**config.mk**
```make
export PLATFORM = sky130hd
export DESIGN_NAME = opnd_shifter
export DESIGN_NICKNAME = d
export VERILOG_FILES = /design/src/rtl/bsh_pkg.sv /design/src/rtl/bsh_amt_sel.sv /design/src/rtl/bsh_rotr.sv /design/src/rtl/bsh_fill.sv /design/src/rtl/opnd_shifter.sv
export SDC_FILE = /design/constraint.sdc
export NUM_CORES = 1
export LEC_CHECK = 0
export BUFFER_PORTS_ARGS = -buffer_cell sky130_fd_sc_hd__buf_2
export CORE_MARGIN = 2
export CORE_UTILIZATION = 55
export DETAILED_ROUTE_END_ITERATION = 8
export PLACE_DENSITY = 0.82
export REMOVE_ABC_BUFFERS = 1
export SLEW_MARGIN = 20
export SYNTH_ARGS = -nofsm -noshare
export SYNTH_HDL_FRONTEND = slang
export SYNTH_HIERARCHICAL = 1
export SYNTH_SLANG_ARGS = --single-unit
```
**constraint.sdc**
```tcl
create_clock -name vclk -period 5.5
set_input_delay 1.1 -clock vclk [all_inputs]
set_output_delay 1.1 -clock vclk [all_outputs]
set_load 0.01 [all_outputs]
```
**src/rtl/bsh_pkg.sv**
```systemverilog
`timescale 1ns/1ps
package bsh_pkg;

   typedef enum logic [2:0] {
      SK_LSL = 3'd0,
      SK_LSR = 3'd1,
      SK_ASR = 3'd2,
      SK_ROR = 3'd3,
      SK_RRX = 3'd4
   } shift_kind_e;

endpackage

```
**src/rtl/bsh_amt_sel.sv**
```systemverilog
`timescale 1ns/1ps
module bsh_amt_sel #(
   parameter int DATA_W = 32,
   parameter int REG_W  = 32,
   localparam int AMT_W = $clog2(DATA_W)
) (
   input  logic              from_reg_i,
   input  logic [AMT_W-1:0]  imm_i,
   input  logic [REG_W-1:0]  reg_i,
   output logic [AMT_W-1:0]  amt_o
);

   generate
      if (REG_W < AMT_W) begin : g_bad_reg_w
         $error("bsh_amt_sel: REG_W must hold at least AMT_W bits");
      end
   endgenerate

   // only the low AMT_W bits of the register select the amount
   assign amt_o = from_reg_i ? reg_i[AMT_W-1:0] : imm_i;

   always_comb begin
      if (from_reg_i) begin

         reg_amt_trunc_chk: assert (amt_o == AMT_W'(reg_i % REG_W'(DATA_W)));
      end
   end

endmodule

```
**src/rtl/bsh_rotr.sv**
```systemverilog
`timescale 1ns/1ps
module bsh_rotr #(
   parameter int DATA_W = 32,
   localparam int AMT_W = $clog2(DATA_W)
) (
   input  logic [DATA_W-1:0] data_i,
   input  logic [AMT_W-1:0]  amt_i,
   output logic [DATA_W-1:0] rot_o
);

   logic [DATA_W-1:0] stg [AMT_W+1];

   assign stg[0] = data_i;

   // one stage per amount bit: stage s rotates right by 2**s when enabled
   generate
      for (genvar s = 0; s < AMT_W; s++) begin : g_stage
         localparam int STEP = 1 << s;
         assign stg[s+1] = amt_i[s] ? {stg[s][STEP-1:0], stg[s][DATA_W-1:STEP]}
                                    : stg[s];
      end
   endgenerate

   assign rot_o = stg[AMT_W];

endmodule

```
**src/rtl/bsh_fill.sv**
```systemverilog
`timescale 1ns/1ps
module bsh_fill
   import bsh_pkg::*;
#(
   parameter int DATA_W = 32,
   localparam int AMT_W = $clog2(DATA_W)
) (
   input  logic [DATA_W-1:0] data_i,
   input  logic [DATA_W-1:0] rot_i,
   input  logic [AMT_W-1:0]  amt_i,
   input  shift_kind_e       kind_i,
   input  logic              carry_i,
   output logic [DATA_W-1:0] result_o,
   output logic              carry_o
);

   logic [DATA_W-1:0] keep_mask;
   logic [DATA_W-1:0] masked;
   logic [DATA_W-1:0] masked_rev;
   logic              amt_zero;
   logic              last_out;

   // ones where bits survive a right shift of amt_i places
   assign keep_mask = {DATA_W{1'b1}} >> amt_i;
   assign masked    = rot_i & keep_mask;
   assign amt_zero  = (amt_i == '0);
   // after a right rotation by n, bit n-1 sits at the top
   assign last_out  = amt_zero ? carry_i : rot_i[DATA_W-1];

   generate
      for (genvar i = 0; i < DATA_W; i++) begin : g_rev
         assign masked_rev[i] = masked[DATA_W-1-i];
      end
   endgenerate

   always_comb begin
      result_o = data_i;
      carry_o  = carry_i;
      unique case (kind_i)
         SK_LSL: begin
            result_o = masked_rev;
            carry_o  = last_out;
         end
         SK_LSR: begin
            result_o = masked;
            carry_o  = last_out;
         end
         SK_ASR: begin
            result_o = masked | (data_i[DATA_W-1] ? ~keep_mask : '0);
            carry_o  = last_out;
         end
         SK_ROR: begin
            result_o = rot_i;
            carry_o  = last_out;
         end
         SK_RRX: begin
            result_o = {carry_i, data_i[DATA_W-1:1]};
            carry_o  = data_i[0];
         end
         default: begin
            result_o = data_i;
            carry_o  = carry_i;
         end
      endcase
   end

endmodule

```
**src/rtl/opnd_shifter.sv**
```systemverilog
`timescale 1ns/1ps
module opnd_shifter
   import bsh_pkg::*;
#(
   parameter int DATA_W = 32,
   parameter int REG_W  = 32,
   localparam int AMT_W = $clog2(DATA_W)
) (
   input  logic [DATA_W-1:0] data_i,
   input  logic [2:0]        kind_i,
   input  logic              amt_from_reg_i,
   input  logic [AMT_W-1:0]  amt_imm_i,
   input  logic [REG_W-1:0]  amt_reg_i,
   input  logic              carry_i,
   output logic [DATA_W-1:0] result_o,
   output logic              carry_o
);

   generate
      if (DATA_W < 2 || (DATA_W & (DATA_W - 1)) != 0) begin : g_bad_w
         $error("opnd_shifter: DATA_W must be a power of two, at least 2");
      end
   endgenerate

   shift_kind_e       kind;
   logic [AMT_W-1:0]  amt;
   logic [DATA_W-1:0] data_rev;
   logic [DATA_W-1:0] rot_in;
   logic [DATA_W-1:0] rot_out;

   assign kind = shift_kind_e'(kind_i);

   bsh_amt_sel #(.DATA_W(DATA_W), .REG_W(REG_W)) u_amt (
      .from_reg_i (amt_from_reg_i),
      .imm_i      (amt_imm_i),
      .reg_i      (amt_reg_i),
      .amt_o      (amt)
   );

   // left shifts run through the right rotator on the bit-reversed word
   generate
      for (genvar i = 0; i < DATA_W; i++) begin : g_in_rev
         assign data_rev[i] = data_i[DATA_W-1-i];
      end
   endgenerate

   assign rot_in = (kind == SK_LSL) ? data_rev : data_i;

   bsh_rotr #(.DATA_W(DATA_W)) u_rot (
      .data_i (rot_in),
      .amt_i  (amt),
      .rot_o  (rot_out)
   );

   bsh_fill #(.DATA_W(DATA_W)) u_fill (
      .data_i   (data_i),
      .rot_i    (rot_out),
      .amt_i    (amt),
      .kind_i   (kind),
      .carry_i  (carry_i),
      .result_o (result_o),
      .carry_o  (carry_o)
   );

   always_comb begin
      if (kind_i == 3'd0) begin

         lsl_low_zero_chk: assert ((result_o & ((DATA_W'(1) << amt) - DATA_W'(1))) == '0);
      end
      if (kind_i == 3'd1 && amt != '0) begin

         lsr_top_clear_chk: assert (result_o[DATA_W-1] == 1'b0);
      end
      if (kind_i == 3'd2) begin

         asr_sign_keep_chk: assert (result_o[DATA_W-1] == data_i[DATA_W-1]);
      end
      if (kind_i == 3'd3) begin

         ror_ones_keep_chk: assert ($countones(result_o) == $countones(data_i));
      end
      if (kind_i == 3'd4) begin

         rrx_carry_in_chk: assert (result_o[DATA_W-1] == carry_i && carry_o == data_i[0]);
      end
      if (kind_i < 3'd4 && amt == '0) begin

         zero_amt_pass_chk: assert (result_o == data_i && carry_o == carry_i);
      end
      if (kind_i > 3'd4) begin

         spare_code_pass_chk: assert (result_o == data_i && carry_o == carry_i);
      end
   end

endmodule

```
Word level (Yosys, flattened, before mapping). Index checks and enable logic that the tools add are counted.

Reduce and logical (&&, ||, !) cells: 3. Shift operators: 1. Bitwise gates (word level): 3. Mux-type cells: 11. Equality and inequality tests: 4.

Operators with widths (count): 2-to-1 mux 32 bit (7); one-hot mux 32 bit (5 select lines) (1); bitwise AND 32 bit (1); NOT 32 bit (1); OR 32 bit (1); right shift 32 x 5 -> 32 bit (first input constant) (1); == test 3 x 2 -> 1 bit (second input constant) (2); zero test 5 bit (1); 2-to-1 mux 5 bit (1); OR reduction 4 bit (1); == test 3 x 1 -> 1 bit (second input constant) (1); == test 3 bit (second input constant) (1); zero test 3 bit (1); one-hot mux 1 bit (2 select lines) (1); 2-to-1 mux 1 bit (1).

Input port bits: 74. Word-level logic and storage cells: 22. Register bits after elaboration: 0. Output and inout bits: 33.

Longest topological paths before layout.
Depth in word-level cells: 10. Mapped depth: 12. Mapped depth without buffers: 10.

By module. The synthesis kept the hierarchy.

By module, submodules not included: bsh_fill (cells an instance 339, instances 1, sequential area each 0.0 um^2, area each 1988.2 um^2); bsh_rotr (cells an instance 116, instances 1, sequential area each 0.0 um^2, area each 1949.4 um^2); opnd_shifter (cells an instance 36, instances 1, sequential area each 0.0 um^2, area each 410.4 um^2); bsh_amt_sel (cells an instance 5, instances 1, sequential area each 0.0 um^2, area each 56.3 um^2).

Worst setup path before layout. Ideal clock, no wire load.

Path kind: input port to output port. Start: input kind_i[1]. End: output result_o[20]. Data arrival time: 3915 ps. Stages: 11. Setup slack: 485 ps. Buffers on the path: 1. Data required time: 4400 ps. Cells stage by stage: nor3_4 buf_6 mux2_2 mux4_1 mux4_2 mux2_2 a21oi_1 o21ai_0 a311o_1 a31oi_1 o21ai_1.

Longest elaborated chain between the ends: 10. Elaborated cells between the ends (all ways): 14. Those cells by class: eq/ne: 4; mux: 7; bitwise: 2; reduce/logical: 1.

Ends and longest elaborated chain: start: declaration (RTL line opnd_shifter.sv:10) `input logic [2:0] kind_i,`; zero test 3 bit (*) (RTL line opnd_shifter.sv:47) `assign rot_in = (kind == SK_LSL) ? data_rev : data_i;`; 2-to-1 mux 32 bit (*) (RTL line opnd_shifter.sv:47); via rot_in[22] (RTL line opnd_shifter.sv:28) `logic [DATA_W-1:0] rot_in;`; 2-to-1 mux 32 bit (*) (5 in a row) (RTL line bsh_rotr.sv:19) `assign stg[s+1] = amt_i[s] ? {stg[s][STEP-1:0], stg[s][DATA_W-1:STEP]}`; via rot_out[20] (RTL line opnd_shifter.sv:29) `logic [DATA_W-1:0] rot_out;`; bitwise AND 32 bit (RTL line bsh_fill.sv:25) `assign masked = rot_i & keep_mask;`; OR 32 bit (RTL line bsh_fill.sv:49) `result_o = masked | (data_i[DATA_W-1] ? ~keep_mask : '0);`; one-hot mux 32 bit (5 select lines) (*) (RTL line bsh_fill.sv:39) `unique case (kind_i)`; end: declaration (RTL line opnd_shifter.sv:15) `output logic [DATA_W-1:0] result_o,`.

Mark *: on every way through the listed nets, which the timed path passes. The rest lies on a longest branch.

Worst setup path after layout.
Start: input kind_i[1]. End: output result_o[10].

The elaborated chain is that of the path after synthesis.

==> metrics.yaml <==
status:
  status: "finished, violations left"
  violations: "negative setup slack"
setup_path:
  endpoint_kind: "output port"
  crit_arrival_ns: 4.47
  worstSetupStartpoint: "kind_i[1]"
  path_class: "primary input to output port"
  cp.required_ns: 4.40
  start_kind: "primary input"
  crit_fanout: 8
placement:
  place_hpwl_um: 12300
  dp_cells: 653
  placement.setup.worst_slack_ns: -0.0202
  gp_congestion: 1.06
  io_buffers: 80
floorplan:
  start_util_pct: 57.0
  io-pin-count: 107
  die-height_um: 93.5
  die_x_um: 93.5
  dieArea_mm2: 0.00874
  core.rowCount: 32
  coreArea_mm2: 0.00773
synth:
  synth_top_family_by_area: "multiplexers"
  synth.distinct_cells: 65
  synthAdderAreaFrac_pct: 0.966
  synth_xor_area_share_pct: 0.199
  synthSimpleGateAreaFrac_pct: 13.1
  syn_inst: 496
  synth.avg_cell_area_um2: 8.88
  synth_area_mm2: 0.00440
  yosys_warnings: 6
  yosysSeqAreaShare_pct: 0
  synth_compound_area_share_pct: 25.7
  synth_mux_area_share_pct: 51.4
timing:
  min_period_over_period_pct: 101
  timing.hold.ws_ns: 2.56
  worstMarginPinSlew_ns: 1.07
  hold_viol: 0
  slew_headroom_pct: 28.4
  setup_viol: 6
  grt_setup_unrepaired: "true"
  fmax_mhz: 180
  setup_slack_ns: -0.0703
  min_period_ns: 5.57
  slew_viol_final: 0
detailed_routing:
  drt-pass1-iter-count: 7
  detail_route.vias_per_cell: 7.74
  vias: 5170
  wire_per_inst_um: 26.1
  wirelength_um: 17400
  drt_iter0_drc: 727
  ant_nets: 0
  drc: 0
power_and_ir_drop:
  power_density_mw_per_mm2: 154
  power_leakage_uw: 0.00194
  peakVddDrop_mv: 0.0834
layout:
  area_growth_pct: 17.0
  layout-drive-gt1-share_pct: 49.3
  seqCellArea_um2: 0
  final_cells: 668
  diodes: 0
  fin_nets: 642
  clock_buffers: 0
  seq_cells: 0
grt:
  grt_pass1_wl_um: 25500
  grt.overflow.total: 0
  grt_usage_pct: 37.5
  antenna_found_initial: 0
  grt_pass1_vias: 4444
  grt_max_degree: 85
job:
  drv_cap: 0
hold_path:
  hold_start: "data_i[24]"
  hold_path_end: "result_o[24]"
  whs_path_depth: 3
  worst_hold_path_type: "primary input to output port"
clock_network:
  hold_buffers: 0
==> cell families (layout without fill, tap and decap cells) <==
kind of cell / Yosys count / in the layout
compound gates: 180 / 180
mux: 137 / 137
simple gates: 112 / 112
buf+inv: 62 / 132
fa+ha+maj: 4 / 4
xor+xnor: 1 / 1
==> timing repair <==
| action | CTS | global route |
|---|---|---|
| buffers inserted | 5 | 7 |
| setup endpoints to repair | 2 | 14 |
| gates cloned | 1 | 2 |
| pin swaps | 1 | 7 |
| resized for setup | 14 | 33 |
==> worst max-delay path, cell delays in order <==
cell and delay [ns]:
buf_8 0.10, nor3_4 0.24, buf_6 0.17, buf_12 0.16, mux2_4 0.35, mux4_2 0.56, mux4_2 0.52, mux2_4 0.30
a21oi_2 0.12, o21ai_1 0.10, a311o_1 0.37, a31oi_1 0.15, o21ai_1 0.08, buf_2 0.16
==> per-stage QoR <==
step / util (%) / setup TNS (ns) / total power [uW] / area, um^2
6_report: 66.7 / -0.214 / 796 / 5150
5_1_grt: 66.7 / -0.811 / 834 / 5150
4_1_cts: 64.0 / 0 / 738 / 4950
3_5_place_dp: 62.6 / -0.0327 / 721 / 4840
3_3_place_gp: 62.6 / 0 / 712 / 4840
2_1_floorplan: - / 0 / 476 / 4030
==> where the power goes <==
group / internal [uW] / switching, uW / leakage, uW / total (uW)
clock: 0 / 0 / 0 / 0
sequential: 0 / 0 / 0 / 0
combinational: 379 / 417 / 0.00194 / 796
total: 379 / 417 / 0.00194 / 796
==> final cells by class <==
class              count  area (um^2)
multi-input cells    434         4140
fillers              645         2570
repair buffers       129          872
well taps            102          128
inverters              3         11.3
==> worst max-delay path by stage <==
stage | to | slack [ns] | depth (start not counted)
2_1_floorplan | result_o[20] | 0.008 | 10
6_report | result_o[10] | -0.07 | 14
4_1_cts | result_o[10] | 0.004 | 14
5_1_grt | result_o[10] | -0.16 | 14
3_3_place_gp | result_o[10] | 0.01 | 13
3_5_place_dp | result_o[20] | -0.02 | 13
==> cell usage in the layout (no fill, tap or decap), types with 3 or more instances in the layout <==
cell type / synthesis / layout
buf_2: 32 / 78
a41oi_1: 3 / 3
o21ai_1: 10 / 13
a311oi_1: 4 / 3
o21a_1: 6 / 6
a31oi_1: 23 / 23
buf_6: 8 / 3
and3_1: 4 / 4
a211oi_1: 6 / 6
mux2i_1: 4 / 4
nand3_1: 17 / 17
mux2_2: 67 / 38
o22ai_1: 6 / 6
a21oi_1: 37 / 36
nand3b_1: 3 / 3
o221ai_1: 5 / 5
buf_4: 5 / 42
nand2_1: 30 / 30
o211ai_1: 10 / 10
mux4_2: 63 / 64
o21ai_0: 50 / 47
mux2_4: 0 / 31
or2_2: 3 / 3
nor2_1: 31 / 31
inv_1: 3 / 3
==> per-layer routing <==
layer	vias up	global-route usage (%)	routed length, um
met5	-	0	0
met4	0	8.46	515
met3	77	7.74	2490
met2	434	59.8	8010
met1	2494	52.7	6410
li1	2165	-	-
==> cells in the mapped netlist, types with 8 or more instances <==
| master | n | area [um^2] |
|---|---|---|
| nand3_1 | 17 | 85.1 |
| a31oi_1 | 23 | 144 |
| a21oi_1 | 37 | 185 |
| buf_2 | 32 | 160 |
| buf_6 | 8 | 90.1 |
| o21ai_0 | 50 | 250 |
| mux2_2 | 67 | 754 |
| nor2_1 | 31 | 116 |
| nand2_1 | 30 | 113 |
| o21ai_1 | 10 | 50.1 |
| mux4_2 | 63 | 1420 |
| clkbuf_1 | 10 | 37.5 |
| o211ai_1 | 10 | 75.1 |
Power figures use the tool's default switching activity.
